## config.mk

```make
export PLATFORM = sky130hd
export DESIGN_NAME = wdog_rst_ctrl
export DESIGN_NICKNAME = d
export VERILOG_FILES = /design/src/rtl/wdog_pkg.sv /design/src/rtl/wdog_counter.sv /design/src/rtl/wdog_recovery_fsm.sv /design/src/rtl/wdog_rst_ctrl.sv
export SDC_FILE = /design/constraint.sdc
export NUM_CORES = 1
export LEC_CHECK = 0
export BUFFER_PORTS_ARGS = -buffer_cell sky130_fd_sc_hd__buf_2
export CORE_MARGIN = 2
export CORE_UTILIZATION = 42
export DETAILED_ROUTE_END_ITERATION = 16
export GPL_TIMING_DRIVEN = 1
export PLACE_DENSITY = 0.64
export SLEW_MARGIN = 20
export SYNTH_ARGS = -nofsm -noshare
export SYNTH_HDL_FRONTEND = slang
export SYNTH_SLANG_ARGS = --single-unit
```

## constraint.sdc

```tcl
create_clock -name clk -period 8.4 [get_ports clk]
set_input_delay 1.68 -clock clk [delete_from_list [all_inputs] [get_ports clk]]
set_output_delay 1.68 -clock clk [all_outputs]
set_load 0.1 [all_outputs]
```

## src/rtl/wdog_pkg.sv

```systemverilog
package wdog_pkg;
  typedef enum logic [1:0] {
    ST_RUN  = 2'd0,
    ST_HOLD = 2'd1,
    ST_NOTE = 2'd2
  } wd_state_t;
endpackage

```

## src/rtl/wdog_counter.sv

```systemverilog
module wdog_counter #(
  parameter int CNT_W = 16
) (
  input  logic             clk,
  input  logic             rst,
  input  logic             en,
  input  logic             svc,
  input  logic             reload,
  input  logic [CNT_W-1:0] load_val,
  output logic             expire
);
  localparam logic [CNT_W-1:0] ONE = CNT_W'(1);
  localparam logic [CNT_W-1:0] ZERO = '0;

  logic [CNT_W-1:0] cnt;

  always_ff @(posedge clk) begin
    if (rst || reload) begin
      cnt <= load_val;
    end else if (en) begin
      if (svc) cnt <= load_val;
      else if (cnt != ZERO) cnt <= cnt - ONE;
    end
  end

  // a strobe on the zero edge wins over expiry
  assign expire = en && !svc && (cnt == ZERO);
endmodule

```

## src/rtl/wdog_recovery_fsm.sv

```systemverilog
module wdog_recovery_fsm
  import wdog_pkg::*;
#(
  parameter int HOLD_CYC = 16
) (
  input  logic clk,
  input  logic rst,
  input  logic mode_hosted,
  input  logic expire,
  input  logic host_ack,
  output logic run,
  output logic reload,
  output logic chip_rst,
  output logic reboot_req,
  output logic host_note
);
  localparam int HOLD_W = $clog2(HOLD_CYC + 1);
  localparam logic [HOLD_W-1:0] HOLD_LAST = HOLD_W'(HOLD_CYC - 1);
  localparam logic [HOLD_W-1:0] HOLD_ONE = HOLD_W'(1);

  wd_state_t         state;
  logic [HOLD_W-1:0] hold_cnt;
  logic              hold_done;

  assign hold_done = (state == ST_HOLD) && (hold_cnt == HOLD_LAST);
  assign run = (state == ST_RUN);
  assign reload = hold_done || ((state == ST_NOTE) && host_ack);

  always_ff @(posedge clk) begin
    if (rst) begin
      state      <= ST_RUN;
      hold_cnt   <= '0;
      chip_rst   <= 1'b0;
      reboot_req <= 1'b0;
      host_note  <= 1'b0;
    end else begin
      reboot_req <= 1'b0;
      unique case (state)
        ST_RUN: begin
          if (expire) begin
            if (mode_hosted) begin
              host_note <= 1'b1;
              state     <= ST_NOTE;
            end else begin
              chip_rst <= 1'b1;
              hold_cnt <= '0;
              state    <= ST_HOLD;
            end
          end
        end
        ST_HOLD: begin
          if (hold_done) begin
            chip_rst   <= 1'b0;
            reboot_req <= 1'b1;
            state      <= ST_RUN;
          end else begin
            hold_cnt <= hold_cnt + HOLD_ONE;
          end
        end
        ST_NOTE: begin
          if (host_ack) begin
            host_note <= 1'b0;
            state     <= ST_RUN;
          end
        end
        default: state <= ST_RUN;
      endcase
    end
  end
endmodule

```

## src/rtl/wdog_rst_ctrl.sv

```systemverilog
module wdog_rst_ctrl #(
  parameter int CNT_W    = 16,
  parameter int HOLD_CYC = 16
) (
  input  logic             clk,
  input  logic             rst,
  input  logic             mode_pin,
  input  logic             svc_strobe,
  input  logic [CNT_W-1:0] tmo_load,
  input  logic             host_ack,
  output logic             chip_rst,
  output logic             reboot_req,
  output logic             host_note
);
  logic mode_q;
  logic run;
  logic reload;
  logic expire;

  // mode follows the pin only while reset is held
  always_ff @(posedge clk) begin
    if (rst) mode_q <= mode_pin;
  end

  wdog_counter #(.CNT_W(CNT_W)) u_cnt (
    .clk      (clk),
    .rst      (rst),
    .en       (run),
    .svc      (svc_strobe),
    .reload   (reload),
    .load_val (tmo_load),
    .expire   (expire)
  );

  wdog_recovery_fsm #(.HOLD_CYC(HOLD_CYC)) u_fsm (
    .clk         (clk),
    .rst         (rst),
    .mode_hosted (mode_q),
    .expire      (expire),
    .host_ack    (host_ack),
    .run         (run),
    .reload      (reload),
    .chip_rst    (chip_rst),
    .reboot_req  (reboot_req),
    .host_note   (host_note)
  );
endmodule

```

==> results of run 1 <==
-- worst max-delay path, delay by kind of cell --
family	cells	cell delay [ns]
buffers and inverters	2	0.45
muxes	1	0.37
AOI/OAI and AO/OA	1	0.35
and+or+nand+nor	1	0.20
-- path summary, 6_finish.rpt --
| check | to | cells past startpoint | startpoint |
|---|---|---|---|
| max | u_cnt.cnt[0]$_DFFE_PP_ | 5 | host_ack |
| min | u_fsm.host_note$_SDFFE_PP0P_ | 2 | u_fsm.host_note$_SDFFE_PP0P_ |
| max reg2reg | u_cnt.cnt[0]$_DFFE_PP_ | 6 | u_fsm.hold_cnt[0]$_SDFFE_PP0P_ |
| min reg2reg | u_fsm.host_note$_SDFFE_PP0P_ | 2 | u_fsm.host_note$_SDFFE_PP0P_ |
-- cells by family (layout without fill, tap and decap cells) --
logic type / count (synthesis) / after routing / synth area share, %
adders and majority gates: 3 / 3 / 2.53
xor gates and xnor gates: 12 / 12 / 7.09
DFF: 27 / 27 / 48.0
AOI/OAI and AO/OA: 34 / 34 / 14.9
muxes: 2 / 2 / 1.44
buffers and inverters: 14 / 36 / 3.89
and+or+nand+nor: 60 / 60 / 22.1
-- metrics by stage --
step           setup WS, ns  std cells
2_1_floorplan          4.80        152
5_1_grt                5.40        220
3_5_place_dp           5.08        216
6_report               5.44        220
4_1_cts                5.45        220
3_3_place_gp           5.13        216
-- area by class of cell --
class	instances	area, sq um
Tap cell	46	57.6
Clock inverter	1	5.00
Clock buffer	3	22.5
Multi-Input combinational cell	111	723
Fill cell	353	1690
Inverter	7	26.3
Timing Repair Buffer	25	130
Sequential cell	27	711
-- per-layer routing --
metal / track usage (%) / vias to the layer above / share of wire, %
li1: - / 613 / -
met1: 20.3 / 559 / 45
met2: 27.9 / 29 / 49
met3: 4.29 / 2 / 4.6
met4: 4.08 / 0 / 0.79
met5: 0 / - / 0
-- state kept, by name (all words and copies together), names as in the netlist --
| signal | count |
|---|---|
| mode_q | 1 |
| u_fsm.chip_rst | 1 |
| u_fsm.host_note | 1 |
| u_fsm.reboot_req | 1 |
| u_fsm.state | 2 |
| u_fsm.hold_cnt | 5 |
| u_cnt.cnt | 16 |
-- power breakdown --
| part | switching (mW) | leakage, nW | internal [mW] |
|---|---|---|---|
| sequential | 0.00876 | 0.256 | 0.150 |
| clock | 0.0381 | 0.0177 | 0.0179 |
| combinational | 0.0132 | 0.323 | 0.0141 |
-- Yosys cell counts, types with 2 or more instances --
| cell type | number | area [sq um] |
|---|---|---|
| nor2_1 | 22 | 82.6 |
| edfxtp_1 | 17 | 510 |
| a21oi_1 | 15 | 75.1 |
| dfxtp_1 | 10 | 200 |
| xnor2_1 | 10 | 87.6 |
| nor4_1 | 8 | 50.1 |
| inv_1 | 7 | 26.3 |
| nand2_1 | 5 | 18.8 |
| a311oi_1 | 4 | 35.0 |
| buf_2 | 4 | 20.0 |
| nor3_1 | 4 | 20.0 |
| or4_1 | 4 | 30.0 |
| a31oi_1 | 3 | 18.8 |
| clkbuf_1 | 3 | 11.3 |
| ha_1 | 3 | 37.5 |
| o21ai_0 | 3 | 15.0 |
| o31ai_1 | 2 | 15.0 |
| or3_1 | 2 | 12.5 |
| xor2_1 | 2 | 17.5 |
==> results.md, run 1 <==
- GR Util All Layers: 16.3%
- CP Capture Type: flop
- Clock Sinks: 27
- Final Cell Area: 1680 sq um
- Peak supply drop: 0.0853 mV
- Fmax: 0.338 GHz
- DRT Wirelength: 2930 um
- Leakage: 0.598 nW
- Mapped cell area: 1480 sq um
- Mapped Cells: 152
- Crit path DAT: 3.06 ns
- Worst setup SP type: input port
- Post-route minimum period: 2.96 ns
- Yosys cell types: 43
- Crit share post-route: 35.3%
- CP max FO: 30
- Post-synth net total: 176
- Post-CTS Hold Buffers: 0
- Clk Latency, worst-skew pair: 0.32 ns
- Max-slew violations: 0
- Warnings, synthesis: 0
- Layout cell share with drive strength beyond 1: 20.7%
- Die area: 4020 sq um
- Worst Hold Slack: 0.484 ns
- # Post-CTS Setup Buffers: 0
- Unrepaired setup endpoints after global routing: false
- Largest net degree at the start of global routing: 31
- Max Clock Skew: 0.00377 ns
- Initial antenna violation count: 0
- Util after Layout: 49.8%
- Worst min path class: reg -> reg
- CTS max path bufs: 2
- Cells along the critical path: buf_2 -> and3b_1 -> a2111oi_2 -> buf_4 -> mux2_2
- Async S/R FF share, synth: 0%
- Max cap viols: 0
- First-pass GRT wire length: 5190 um
- RePlAce Congestion: 0.804
- Die width: 63.4 um
- # setup viols final: 0
- Clk pin slew, worst setup/hold paths: 0.14 ns
- Total power: 0.242 mW
- PortBufs: 23
- Overflow after GRT: 0
- Row count: 21
- Mean Syn Cell Area: 9.75 sq um
- Core Box Area: 3360 sq um
- Count of final hold-check violations: 0
- DRT iter0 DRCs: 98
- Via count: 1,203
- ANT nets after route: 0
- DRC: 0
- PostCTS Resize Cnt: 0
- Vias/cell: 5.47
- Crit Path Class: in -> reg
- CTS buffer count: 3
- Initial Util: 44.0%
- H-tree Lvls: 1
- EDFF count, synth: 17
- Commonest non-fill, non-tap cell in the layout: buf_2
- Placement Cell Area: 1650 sq um
- Root Driver: clkbuf_4
- Final net count: 199
- Worst-Margin Slew: 0.623 ns
- R2r setup slk: 6.01 ns
- HPWL after DPL: 2160 um
- Sequential area share after synthesis: 48.0%
- Critical Path RT: 8.50 ns
- Most frequent cells in the layout: buf_2 (23), nor2_1 (22), edfxtp_1 (17)
- Most common flop cell mapped by yosys: edfxtp_1
- Area delta synth->final: 13.1%
- Outcome: finished clean
- Vias in the first global route: 1,168
- Relative slew margins: 58.4%
- CTS tree: yes
- Antenna fix cells: 0
- Drt pass-1 iters: 4
- Avg WL per Cell: 13.3 um
- TNS Setup: 0 ns
- Slowest stage delay, CP: 0.37 ns
- CP max-delay cell: mux2_2
- #FFs+latches synth: 27
- Pwr/cell area: 144 nW/um^2
- I/O Pins: 24
- Die Span Y: 63.4 um
Power figures use the tool's default switching activity.
==> inputs of run 2 (changes only) <==
==> constraint.sdc (replaced) <==
create_clock -name clk -period 2.8 [get_ports clk]
set_input_delay 0.56 -clock clk [delete_from_list [all_inputs] [get_ports clk]]
set_output_delay 0.56 -clock clk [all_outputs]
set_load 0.1 [all_outputs]
==> run 2 against run 1 <==
Compared with the run above: via count up 0.50%; core utilization up 0.22 points; setup slack worse by 4.9 ns; critical path type is now reg -> reg.
==> results.md, run 2 (same netlist as run 1, synthesis figures left out) <==
- Setup ws final: 0.508 ns
- DRT Wirelength: 2990 um
- Via count: 1,209
- Die Span Y: 63.4 um
- GR Util All Layers: 16.6%
- Max Clock Skew: 0.00111 ns
- Total power: 0.737 mW
- HPWL after DPL: 2240 um
- Vias in the first global route: 1,219
- CTS buffer count: 3
- Worst-Margin Slew: 0.690 ns
- Pwr/cell area: 438 nW/um^2
- Most frequent CP cell: ha_1
- Count of final hold-check violations: 0
- Leakage: 0.603 nW
- Commonest non-fill, non-tap cell in the layout: buf_2
- Unrepaired setup endpoints after global routing: false
- Post-route minimum period: 2.29 ns
- Worst min path class: in -> reg
- Peak supply drop: 0.213 mV
- Max cap viols: 0
- Post-CTS Hold Buffers: 0
- Outcome: finished clean
- Crit share post-route: 81.8%
- Initial antenna violation count: 0
- Sw power: 0.191 mW
- Clk pin slew, worst setup/hold paths: 0.15 ns
- Pre-CTS setup slack: 0.513 ns
- Final net count: 200
- Area delta synth->final: 13.6%
- CP max FO: 6
- CP Capture Type: flop
- PortBufs: 23
- Row count: 21
- ANT nets after route: 0
- Antenna fix cells: 0
- Top flop regs: u_cnt.cnt (16), u_fsm.hold_cnt (5), u_fsm.state (2)
- Max reg flops: 16
- CTS tree: yes
- First-pass GRT wire length: 5350 um
- Crit path DAT: 2.55 ns
- Worst setup SP type: flop
- Most frequent cells in the layout: buf_2 (23), nor2_1 (22), edfxtp_1 (17)
- Vias/cell: 5.47
- Sw Share: 25.8%
- Overflow after GRT: 0
- Internal Power: 0.547 mW
- Die area: 4020 sq um
- RePlAce Congestion: 0.810
- Clock power share: 23.9%
- Die width: 63.4 um
- Drt pass-1 iters: 4
- Crit Path Class: reg -> reg
- Layout cell share with drive strength beyond 1: 21.1%
- Clock Sinks: 27
- Core Box Area: 3360 sq um
- H-tree Lvls: 1
- CP max-delay cell: nor3b_1
- Gate power share: 11.5%
- PostCTS Resize Cnt: 0
- Initial Util: 44.0%
- Relative slew margins: 53.9%
- Max-slew violations: 0
- Cells along the critical path: ha_1 -> and3_1 -> ha_1 -> nor3b_1 -> nand2b_1 -> and2_1 -> a311oi_1
- # setup viols final: 0
- I/O Pins: 24
- # Post-CTS Setup Buffers: 0
- Fmax: 0.436 GHz
- Clk Latency, worst-skew pair: 0.33 ns
- TNS Setup: 0 ns
- DRT iter0 DRCs: 112
- Root Driver: clkbuf_4
- CTS max path bufs: 2
- Util after Layout: 50.0%
- Critical Path RT: 3.05 ns
- DRC: 0
- Avg WL per Cell: 13.5 um
- Slowest stage delay, CP: 0.60 ns
- Largest net degree at the start of global routing: 17
- Reg with most FFs: u_cnt.cnt
- Reg power frac: 64.6%
==> run 2: worst paths after layout <==
check,startpoint,to,slack [ns],depth (start not counted)
min,mode_pin,mode_q$_DFFE_PP_,0.39,1
min reg2reg,u_fsm.host_note$_SDFFE_PP0P_,u_fsm.host_note$_SDFFE_PP0P_,0.49,2
max,u_fsm.hold_cnt[0]$_SDFFE_PP0P_,u_fsm.hold_cnt[4]$_SDFFE_PP0P_,0.51,7
max reg2reg,u_fsm.hold_cnt[0]$_SDFFE_PP0P_,u_fsm.hold_cnt[4]$_SDFFE_PP0P_,0.51,7
==> run 2: layout make-up <==
type	instances	area, sq um
Fill cell	357	1680
Inverter	7	26.3
Clock inverter	1	5.00
Clock buffer	3	22.5
Sequential cell	27	711
Tap cell	46	57.6
Multi-Input combinational cell	111	723
Timing Repair Buffer	26	138
==> run 2: critical path, delay by kind of cell (launching register included) <==
family / cells / cell delay (ns)
flops: 1 / 0.37
simple gates: 4 / 1.12
fa+ha+maj: 2 / 0.48
compound gates: 1 / 0.24
==> run 2: power groups by stage <==
| stage | Clock, mW | Combinational (mW) | Sequential (mW) |
|---|---|---|---|
| after global routing | 0.191 | 0.0971 | 0.481 |
| after detailed placement | 0 | 0.0844 | 0.485 |
| after global placement | 0 | 0.0821 | 0.483 |
| final | 0.176 | 0.0846 | 0.477 |
| after CTS | 0.180 | 0.0851 | 0.475 |
| after floorplan | 0 | 0.0580 | 0.477 |
==> run 2: per-layer routing <==
layer / global-route usage, % / vias up / share of wire [%]
li1: - / 615 / -
met1: 21.8 / 557 / 47
met2: 27.9 / 33 / 47
met3: 2.32 / 4 / 4.4
met4: 5.71 / 0 / 1.0
met5: 0 / - / 0
==> run 2: stage by stage <==
stage,std cells,area (sq um),hold WS (ns)
final,221,1680,0.392
after floorplan,152,1480,0.443
after global placement,217,1660,0.433
after detailed placement,217,1660,0.466
after CTS,221,1680,0.384
after global routing,221,1680,0.374
